### src/rtl/mbus_pkg.sv
`timescale 1ns/1ps
package mbus_pkg;

    typedef enum logic [2:0] {
        ST_IDLE = 3'd0,
        ST_T1   = 3'd1,
        ST_T2   = 3'd2,
        ST_T3   = 3'd3,
        ST_TW   = 3'd4,
        ST_T4   = 3'd5
    } bus_state_e;

    typedef enum logic [1:0] {
        KIND_DATA = 2'd0,
        KIND_CODE = 2'd1,
        KIND_INTA = 2'd2,
        KIND_HALT = 2'd3
    } cyc_kind_e;

    localparam int SEG_W  = 2;
    localparam int KIND_W = 2;
    localparam int STAT_W = 3;

    localparam logic [STAT_W-1:0] STAT_INTA    = 3'b000;
    localparam logic [STAT_W-1:0] STAT_IO_RD   = 3'b001;
    localparam logic [STAT_W-1:0] STAT_IO_WR   = 3'b010;
    localparam logic [STAT_W-1:0] STAT_HALT    = 3'b011;
    localparam logic [STAT_W-1:0] STAT_CODE    = 3'b100;
    localparam logic [STAT_W-1:0] STAT_MEM_RD  = 3'b101;
    localparam logic [STAT_W-1:0] STAT_MEM_WR  = 3'b110;
    localparam logic [STAT_W-1:0] STAT_PASSIVE = 3'b111;

endpackage

### src/rtl/mbus_status_gen.sv
`timescale 1ns/1ps
module mbus_status_gen
    import mbus_pkg::*;
(
    input  logic [KIND_W-1:0] kind,
    input  logic              io,
    input  logic              write,
    output logic [STAT_W-1:0] code
);

    always_comb begin
        code = STAT_PASSIVE;
        unique case (cyc_kind_e'(kind))
            KIND_DATA: begin
                if (io) code = write ? STAT_IO_WR  : STAT_IO_RD;
                else    code = write ? STAT_MEM_WR : STAT_MEM_RD;
            end
            KIND_CODE: code = STAT_CODE;
            KIND_INTA: code = STAT_INTA;
            KIND_HALT: code = STAT_HALT;
            default:   code = STAT_PASSIVE;
        endcase
    end

endmodule

### src/rtl/mbus_seq_fsm.sv
`timescale 1ns/1ps
module mbus_seq_fsm
    import mbus_pkg::*;
#(
    parameter int ADDR_W = 20,
    parameter int DATA_W = 16
) (
    input  logic              clk,
    input  logic              rst_n,
    input  logic              req_valid,
    input  logic [ADDR_W-1:0] req_addr,
    input  logic              req_write,
    input  logic              req_io,
    input  logic              req_word,
    input  logic [KIND_W-1:0] req_kind,
    input  logic [SEG_W-1:0]  req_seg,
    input  logic [DATA_W-1:0] req_wdata,
    input  logic              ready,
    input  logic [DATA_W-1:0] ad_in,
    output bus_state_e        state,
    output logic [ADDR_W-1:0] cur_addr,
    output logic              cur_write,
    output logic              cur_io,
    output logic              cur_word,
    output logic              cur_halt,
    output logic [KIND_W-1:0] cur_kind,
    output logic [SEG_W-1:0]  cur_seg,
    output logic [DATA_W-1:0] cur_wdata,
    output logic [DATA_W-1:0] rd_data,
    output logic              accept,
    output logic              take,
    output logic              reject
);

    bus_state_e state_nx;
    logic       can_accept;
    logic       misaligned;
    logic       capture;

    assign can_accept = (state == ST_IDLE) || (state == ST_T4);
    assign misaligned = req_word && req_addr[0];
    assign accept     = can_accept && req_valid;
    assign take       = accept && !misaligned;
    assign reject     = accept && misaligned;
    assign capture    = ((state == ST_T3) || (state == ST_TW)) && ready
                        && !cur_write && !cur_halt;

    always_comb begin
        state_nx = state;
        unique case (state)
            ST_IDLE: state_nx = take ? ST_T1 : ST_IDLE;
            ST_T1:   state_nx = ST_T2;
            ST_T2:   state_nx = ST_T3;
            ST_T3:   state_nx = ready ? ST_T4 : ST_TW;
            ST_TW:   state_nx = ready ? ST_T4 : ST_TW;
            ST_T4:   state_nx = take ? ST_T1 : ST_IDLE;
            default: state_nx = ST_IDLE;
        endcase
    end

    always_ff @(posedge clk or negedge rst_n) begin
        if (!rst_n) state <= ST_IDLE;
        else        state <= state_nx;
    end

    always_ff @(posedge clk or negedge rst_n) begin
        if (!rst_n) begin
            cur_addr  <= '0;
            cur_write <= 1'b0;
            cur_io    <= 1'b0;
            cur_word  <= 1'b0;
            cur_halt  <= 1'b0;
            cur_kind  <= KIND_W'(KIND_DATA);
            cur_seg   <= '0;
            cur_wdata <= '0;
        end else if (take) begin
            cur_addr  <= req_addr;
            cur_write <= req_write && (cyc_kind_e'(req_kind) == KIND_DATA);
            cur_io    <= req_io;
            cur_word  <= req_word;
            cur_halt  <= cyc_kind_e'(req_kind) == KIND_HALT;
            cur_kind  <= req_kind;
            cur_seg   <= req_seg;
            cur_wdata <= req_wdata;
        end
    end

    always_ff @(posedge clk or negedge rst_n) begin
        if (!rst_n)       rd_data <= '0;
        else if (capture) rd_data <= ad_in;
    end

endmodule

### src/rtl/mbus_pin_drv.sv
`timescale 1ns/1ps
module mbus_pin_drv
    import mbus_pkg::*;
#(
    parameter int ADDR_W = 20,
    parameter int DATA_W = 16
) (
    input  logic              clk,
    input  logic              rst_n,
    input  bus_state_e        state,
    input  logic [ADDR_W-1:0] cur_addr,
    input  logic              cur_write,
    input  logic              cur_io,
    input  logic              cur_word,
    input  logic              cur_halt,
    input  logic [SEG_W-1:0]  cur_seg,
    input  logic [DATA_W-1:0] cur_wdata,
    input  logic [STAT_W-1:0] cur_code,
    input  logic              pend_take,
    input  logic [STAT_W-1:0] pend_code,
    input  logic              int_en,
    output logic              ale,
    output logic [DATA_W-1:0] ad_out,
    output logic              ad_oe,
    output logic [ADDR_W-DATA_W-1:0] as_out,
    output logic              bhe_n,
    output logic              den_n,
    output logic              dt_r,
    output logic [STAT_W-1:0] stat,
    output logic              done
);

    localparam int HI_W = ADDR_W - DATA_W;

    logic            hi_drive;
    logic            hi_addr;
    logic [HI_W-1:0] st_hi;
    logic            data_phase;

    assign st_hi = HI_W'({1'b0, int_en, cur_seg});

    always_comb begin
        ale      = 1'b0;
        ad_oe    = 1'b0;
        ad_out   = cur_wdata;
        bhe_n    = 1'b1;
        dt_r     = 1'b0;
        stat     = STAT_PASSIVE;
        done     = 1'b0;
        hi_drive = 1'b0;
        hi_addr  = 1'b0;
        unique case (state)
            ST_IDLE: begin
                stat = pend_take ? pend_code : STAT_PASSIVE;
            end
            ST_T1: begin
                ale      = 1'b1;
                ad_oe    = 1'b1;
                ad_out   = cur_addr[DATA_W-1:0];
                bhe_n    = !(cur_word || cur_addr[0]);
                dt_r     = cur_write;
                stat     = cur_code;
                hi_drive = 1'b1;
                hi_addr  = 1'b1;
            end
            ST_T2: begin
                ad_oe    = cur_write;
                dt_r     = cur_write;
                stat     = cur_code;
                hi_drive = 1'b1;
            end
            ST_T3, ST_TW: begin
                ad_oe    = cur_write;
                dt_r     = cur_write;
                hi_drive = 1'b1;
            end
            ST_T4: begin
                ad_oe    = cur_write;
                dt_r     = cur_write;
                done     = 1'b1;
                hi_drive = 1'b1;
                stat     = pend_take ? pend_code : STAT_PASSIVE;
            end
            default: ;
        endcase
    end

    for (genvar gi = 0; gi < HI_W; gi++) begin : g_upper
        always_comb begin
            if (!hi_drive)    as_out[gi] = 1'b0;
            else if (hi_addr) as_out[gi] = cur_addr[DATA_W+gi] && !cur_io;
            else              as_out[gi] = st_hi[gi];
        end
    end

    assign data_phase = ((state == ST_T2) || (state == ST_T3) || (state == ST_TW))
                        && !cur_halt;

    always_ff @(negedge clk or negedge rst_n) begin
        if (!rst_n) den_n <= 1'b1;
        else        den_n <= !data_phase;
    end

endmodule

### src/rtl/mbus_cycle_seq.sv
`timescale 1ns/1ps
module mbus_cycle_seq
    import mbus_pkg::*;
#(
    parameter int ADDR_W = 20,
    parameter int DATA_W = 16
) (
    input  logic                     clk,
    input  logic                     rst_n,
    input  logic                     req_valid,
    input  logic [ADDR_W-1:0]        req_addr,
    input  logic                     req_write,
    input  logic                     req_io,
    input  logic                     req_word,
    input  logic [1:0]               req_kind,
    input  logic [1:0]               req_seg,
    input  logic [DATA_W-1:0]        req_wdata,
    output logic                     req_accept,
    output logic                     req_err,
    input  logic                     int_en,
    input  logic                     ready,
    input  logic [DATA_W-1:0]        ad_in,
    output logic [DATA_W-1:0]        ad_out,
    output logic                     ad_oe,
    output logic [ADDR_W-DATA_W-1:0] as_out,
    output logic                     ale,
    output logic                     bhe_n,
    output logic                     den_n,
    output logic                     dt_r,
    output logic [2:0]               stat,
    output logic                     done,
    output logic [DATA_W-1:0]        rd_data
);

    bus_state_e        state;
    logic [ADDR_W-1:0] cur_addr;
    logic              cur_write;
    logic              cur_io;
    logic              cur_word;
    logic              cur_halt;
    logic [KIND_W-1:0] cur_kind;
    logic [SEG_W-1:0]  cur_seg;
    logic [DATA_W-1:0] cur_wdata;
    logic              take;
    logic [STAT_W-1:0] cur_code;
    logic [STAT_W-1:0] pend_code;

    mbus_seq_fsm #(.ADDR_W(ADDR_W), .DATA_W(DATA_W)) u_fsm (
        .clk       (clk),
        .rst_n     (rst_n),
        .req_valid (req_valid),
        .req_addr  (req_addr),
        .req_write (req_write),
        .req_io    (req_io),
        .req_word  (req_word),
        .req_kind  (req_kind),
        .req_seg   (req_seg),
        .req_wdata (req_wdata),
        .ready     (ready),
        .ad_in     (ad_in),
        .state     (state),
        .cur_addr  (cur_addr),
        .cur_write (cur_write),
        .cur_io    (cur_io),
        .cur_word  (cur_word),
        .cur_halt  (cur_halt),
        .cur_kind  (cur_kind),
        .cur_seg   (cur_seg),
        .cur_wdata (cur_wdata),
        .rd_data   (rd_data),
        .accept    (req_accept),
        .take      (take),
        .reject    (req_err)
    );

    mbus_status_gen u_stat_cur (
        .kind  (cur_kind),
        .io    (cur_io),
        .write (cur_write),
        .code  (cur_code)
    );

    mbus_status_gen u_stat_pend (
        .kind  (req_kind),
        .io    (req_io),
        .write (req_write),
        .code  (pend_code)
    );

    mbus_pin_drv #(.ADDR_W(ADDR_W), .DATA_W(DATA_W)) u_pins (
        .clk       (clk),
        .rst_n     (rst_n),
        .state     (state),
        .cur_addr  (cur_addr),
        .cur_write (cur_write),
        .cur_io    (cur_io),
        .cur_word  (cur_word),
        .cur_halt  (cur_halt),
        .cur_seg   (cur_seg),
        .cur_wdata (cur_wdata),
        .cur_code  (cur_code),
        .pend_take (take),
        .pend_code (pend_code),
        .int_en    (int_en),
        .ale       (ale),
        .ad_out    (ad_out),
        .ad_oe     (ad_oe),
        .as_out    (as_out),
        .bhe_n     (bhe_n),
        .den_n     (den_n),
        .dt_r      (dt_r),
        .stat      (stat),
        .done      (done)
    );

endmodule

### config.mk
export PLATFORM = sky130hd
export DESIGN_NAME = mbus_cycle_seq
export DESIGN_NICKNAME = d
export VERILOG_FILES = /design/src/rtl/mbus_pkg.sv /design/src/rtl/mbus_status_gen.sv /design/src/rtl/mbus_seq_fsm.sv /design/src/rtl/mbus_pin_drv.sv /design/src/rtl/mbus_cycle_seq.sv
export SDC_FILE = /design/constraint.sdc
export NUM_CORES = 1
export LEC_CHECK = 0
export CAP_MARGIN = 20
export CORE_ASPECT_RATIO = 2
export CORE_UTILIZATION = 25
export DETAILED_ROUTE_END_ITERATION = 12
export GPL_ROUTABILITY_DRIVEN = 0
export GPL_TIMING_DRIVEN = 0
export SLEW_MARGIN = 30
export SYNTH_ARGS = -nofsm -noshare
export SYNTH_HDL_FRONTEND = slang
export SYNTH_SLANG_ARGS = --single-unit
### constraint.sdc
create_clock -name clk -period 2.2 [get_ports clk]
set_clock_uncertainty 0.1 [all_clocks]
set_input_delay 0.33 -clock clk [delete_from_list [all_inputs] [get_ports clk]]
set_output_delay 0.33 -clock clk [all_outputs]
set_load 0.02 [all_outputs]
==> impl_metrics.prom <==
# TYPE chip_impl_metric gauge
chip_impl_info{name="outcome",value="complete, but fails checks"} 1
chip_impl_info{name="violated_checks",value="setup timing"} 1
chip_impl_metric{name="cts.htree.levels",unit=""} 3
chip_impl_metric{name="chipHeight",unit="um"} 156
chip_impl_metric{name="synth.yosys.seq_area_share",unit="%"} 54.1
chip_impl_metric{name="worstMarginPinSlew",unit="ps"} 740
chip_impl_metric{name="post-place-cells",unit=""} 503
chip_impl_info{name="rsz_0062_raised_after_global_routing",value="yes"} 1
chip_impl_metric{name="postSynthAreaPerCell",unit="sq um"} 11.8
chip_impl_metric{name="starting_density_of_the_core",unit="%"} 25.9
chip_impl_metric{name="setup_tns",unit="ps"} -1830
chip_impl_info{name="synth_top_cell_by_area",value="sky130_fd_sc_hd__dfrtp_1"} 1
chip_impl_metric{name="multi_input_combinational_cell_area",unit="sq um"} 1570
chip_impl_metric{name="power.total",unit="mW"} 8.96
chip_impl_metric{name="max_cap_violations",unit=""} 0
chip_impl_info{name="criticalPathCategory",value="reg -> out"} 1
chip_impl_metric{name="p_per_area",unit="nW/um^2"} 1650
chip_impl_metric{name="grt_overflow",unit=""} 0
chip_impl_metric{name="max_stage_delay",unit="ps"} 520
chip_impl_metric{name="ys_warn_count",unit=""} 0
chip_impl_metric{name="synth_async_sr_flop_share",unit="%"} 100
chip_impl_metric{name="clkSlewWorstSetupHoldPaths",unit="ps"} 60
chip_impl_metric{name="sequential_cell_area",unit="sq um"} 1610
chip_impl_info{name="hold_class",value="reg -> reg"} 1
chip_impl_metric{name="buffers_added_on_ports",unit=""} 110
chip_impl_info{name="ys.flop_type",value="sky130_fd_sc_hd__dfrtp_1"} 1
chip_impl_metric{name="area.growth.synth_to_final",unit="%"} 82.9
chip_impl_info{name="post_synth_main_area_contributors",value="sky130_fd_sc_hd__dfrtp_1, sky130_fd_sc_hd__mux2_2, sky130_fd_sc_hd__nand2_1"} 1
chip_impl_metric{name="synth_edf_count",unit=""} 0
chip_impl_metric{name="vias_per_cell",unit=""} 4.49
chip_impl_metric{name="drt.antenna.violating_nets",unit=""} 0
chip_impl_metric{name="power.ir.vdd_worst",unit="mV"} 0.718
chip_impl_info{name="synth_most_common_cell",value="sky130_fd_sc_hd__dfrtp_1"} 1
chip_impl_metric{name="synthDominantCellAreaShare",unit="%"} 53.2
chip_impl_metric{name="synth.net_count",unit=""} 316
chip_impl_metric{name="cp_data_arrival_time",unit="ps"} 2110
chip_impl_info{name="cpLargestDelayFamily",value="flip-flops"} 1
chip_impl_metric{name="endpoints_failing_hold",unit=""} 0
chip_impl_metric{name="grt_antenna_before_repair",unit=""} 0
chip_impl_metric{name="worst_slack",unit="ps"} -339
chip_impl_metric{name="synth.cell_area",unit="sq um"} 2960
chip_impl_metric{name="detailedRoute.firstPassIterationCount",unit=""} 4
chip_impl_metric{name="die-area",unit="sq um"} 12300
chip_impl_info{name="synth_top_family_by_area",value="multiplexers"} 1
chip_impl_metric{name="die_width",unit="um"} 79.0
chip_impl_metric{name="maxSlewHeadroom",unit="%"} 50.7
chip_impl_metric{name="worst_skew_pair.late_latency",unit="ps"} 320
chip_impl_metric{name="numClockSinks",unit=""} 64
chip_impl_info{name="crit_path_top_delay_cell",value="sky130_fd_sc_hd__dfstp_2"} 1
chip_impl_metric{name="route.final.wire_length",unit="um"} 8760
chip_impl_metric{name="diodes",unit=""} 0
chip_impl_metric{name="synth_compound_area_share",unit="%"} 4.27
chip_impl_metric{name="synth.distinct_cells",unit=""} 33
chip_impl_info{name="timing.critical_path.cells",value="buf_6"} 1
chip_impl_metric{name="grt_util_all_layers",unit="%"} 14.6
chip_impl_metric{name="core-area",unit="sq um"} 11400
chip_impl_metric{name="postSynthRegisterBits",unit=""} 64
chip_impl_info{name="cts_tree",value="done"} 1
chip_impl_info{name="critPathLaunchType",value="flip-flop"} 1
chip_impl_metric{name="num_rows",unit=""} 55
chip_impl_metric{name="fillCellCount",unit=""} 1078
chip_impl_metric{name="route.detailed.drc",unit=""} 0
chip_impl_metric{name="crit_fanout",unit=""} 1
chip_impl_info{name="synth_top_cells_by_count",value="sky130_fd_sc_hd__dfrtp_1, sky130_fd_sc_hd__nand2_1, sky130_fd_sc_hd__mux2_2"} 1
chip_impl_metric{name="dp.final_hpwl",unit="um"} 6040
chip_impl_metric{name="final_layout_size_suffix_gt1_share",unit="%"} 51.6
chip_impl_metric{name="syn_inst",unit=""} 250
chip_impl_metric{name="route.vias.total",unit=""} 2481
chip_impl_metric{name="post_synth_adder_cell_area",unit="%"} 0.845
chip_impl_metric{name="cellLeakagePower",unit="nW"} 2.43
chip_impl_metric{name="number_of_global_route_vias_before_repair",unit=""} 2670
chip_impl_metric{name="final_nets",unit=""} 473
chip_impl_metric{name="number_of_buffers_between_clock_root_and_the_deepest_sink",unit=""} 2
chip_impl_metric{name="critical_path_buffer_and_inverter_count",unit=""} 1
chip_impl_metric{name="final_cell_count_no_fill",unit=""} 553
chip_impl_metric{name="dr.first_iter.drc_count",unit=""} 74
chip_impl_metric{name="avgRoutedWirePerCell",unit="um"} 15.8
chip_impl_metric{name="maximum_number_of_pins_on_one_net_before_global_route_repair",unit=""} 35
chip_impl_metric{name="muxShareOfSynthArea",unit="%"} 23.3
chip_impl_info{name="critical_path.endpoint_type",value="output pin"} 1
chip_impl_metric{name="grt_pass1_wl",unit="um"} 13400
chip_impl_metric{name="synth_xor_area_share",unit="%"} 0.591
chip_impl_metric{name="cts_buffers",unit=""} 9
chip_impl_metric{name="synth_simple_gate_area_share",unit="%"} 13.3
chip_impl_metric{name="finalMaxSlewViolations",unit=""} 0
chip_impl_metric{name="setup_viol_count_final",unit=""} 31
chip_impl_info{name="cts_root_buffer",value="sky130_fd_sc_hd__clkbuf_16"} 1
chip_impl_metric{name="top_level_ports",unit=""} 111
chip_impl_metric{name="worst-endpoint-required",unit="ps"} 1770
## cells by family (layout without fill, tap and decap cells)
kind of cell / count (synthesis) / after routing
mux: 58 / 58
xor+xnor: 2 / 2
compound gates: 21 / 21
simple gates: 83 / 83
fa+ha+maj: 2 / 2
buf+inv: 20 / 181
flops: 64 / 64
## cells in the final DEF (no fill, tap or decap), drive strengths merged, types with 3 or more instances in the layout
cell type | netlist | routed
o21ai | 8 | 8
nand2b | 4 | 4
clkbuf | 5 | 17
clkdlybuf4s50 | 0 | 78
nor2 | 4 | 4
nor3 | 4 | 4
nand3b | 3 | 3
dfrtp | 63 | 63
nand2 | 52 | 52
clkinv | 0 | 4
buf | 8 | 72
inv | 7 | 6
mux2 | 57 | 57
nand3 | 4 | 4
nor3b | 5 | 5
a21oi | 4 | 4
## where the power goes
group	internal, mW	leakage [nW]	total [mW]	switching [mW]
Clock	0.926	0.154	1.43	0.502
Combinational	2.97	1.52	5.33	2.36
Sequential	1.79	0.761	2.21	0.417
Total	5.69	2.43	8.96	3.28
## routing by layer
layer  GRT usage, %  vias to the layer above  wire length (um)
li1               -                     1161                 -
met1           14.7                     1223              3040
met2           26.9                       82              5020
met3           3.74                       15               483
met4           7.36                        0               215
met5              0                        -                 0
## worst register-to-register path, cell delays in order (launching register included)
cell	delay (ps)
sky130_fd_sc_hd__dfrtp_2	470
sky130_fd_sc_hd__buf_6	140
sky130_fd_sc_hd__and2b_2	230
sky130_fd_sc_hd__a21oi_2	70
sky130_fd_sc_hd__or4b_4	520
sky130_fd_sc_hd__buf_8	160
sky130_fd_sc_hd__clkbuf_16	160
sky130_fd_sc_hd__mux2_4	290
## layout make-up
class,count,area share (%)
buffer,12,2.98
clock buffer,11,4.67
clock inverter,5,0.878
inverter,6,0.647
multi-input combinational,166,29.0
sequential,64,29.6
tap,142,3.28
timing repair buffer,147,28.9
## path summary, 6_finish.rpt
| check | start | to | slack (ps) | depth (start not counted) |
|---|---|---|---|---|
| min reg2reg | u_fsm.cur_addr[19]$_DFFE_PN0P_ | u_fsm.cur_addr[19]$_DFFE_PN0P_ | 400 | 1 |
| max reg2reg | u_fsm.state[2]$_DFF_PN0_ | u_fsm.rd_data[15]$_DFFE_PN0P_ | -60 | 7 |
| max in group asynchronous | rst_n | u_pins.den_n$_DFF_NN1_ | 300 | 3 |
| min | u_fsm.cur_addr[19]$_DFFE_PN0P_ | u_fsm.cur_addr[19]$_DFFE_PN0P_ | 400 | 1 |
| min in group asynchronous | rst_n | u_fsm.state[0]$_DFF_PN0_ | 410 | 3 |
| max | u_pins.den_n$_DFF_NN1_ | den_n | -340 | 1 |
## flip-flops by register name (all words and copies together) (netlist names)
| name | flops |
|---|---|
| u_fsm.cur_addr | 20 |
| u_fsm.cur_wdata | 16 |
| u_fsm.rd_data | 16 |
| u_fsm.state | 3 |
| u_fsm.cur_kind | 2 |
| u_fsm.cur_seg | 2 |
| u_fsm.cur_halt | 1 |
| u_fsm.cur_io | 1 |
| u_fsm.cur_word | 1 |
| u_fsm.cur_write | 1 |
| u_pins.den_n | 1 |
## metrics by stage
stage | hold slack (ps) | utilization [%] | instance area, sq um | setup WS (ps)
after floorplan | -65.6 | - | 2960 | 91.5
after global placement | 372 | 37.1 | 4240 | -1870
after detailed placement | 196 | 37.3 | 4260 | -1030
after CTS | 400 | 43.7 | 4990 | -339
after global routing | 415 | 47.4 | 5420 | -381
final | 403 | 47.4 | 5420 | -339
## what timing repair did
item	in CTS	in global routing
gates resized for setup	232	79
pin swaps	19	23
endpoints found under the hold margin	30	0
cloned	1	3
buffers inserted	13	18
hold buffers	2	0
endpoints found under the setup margin	55	39
(Power assumes the default switching activity.)
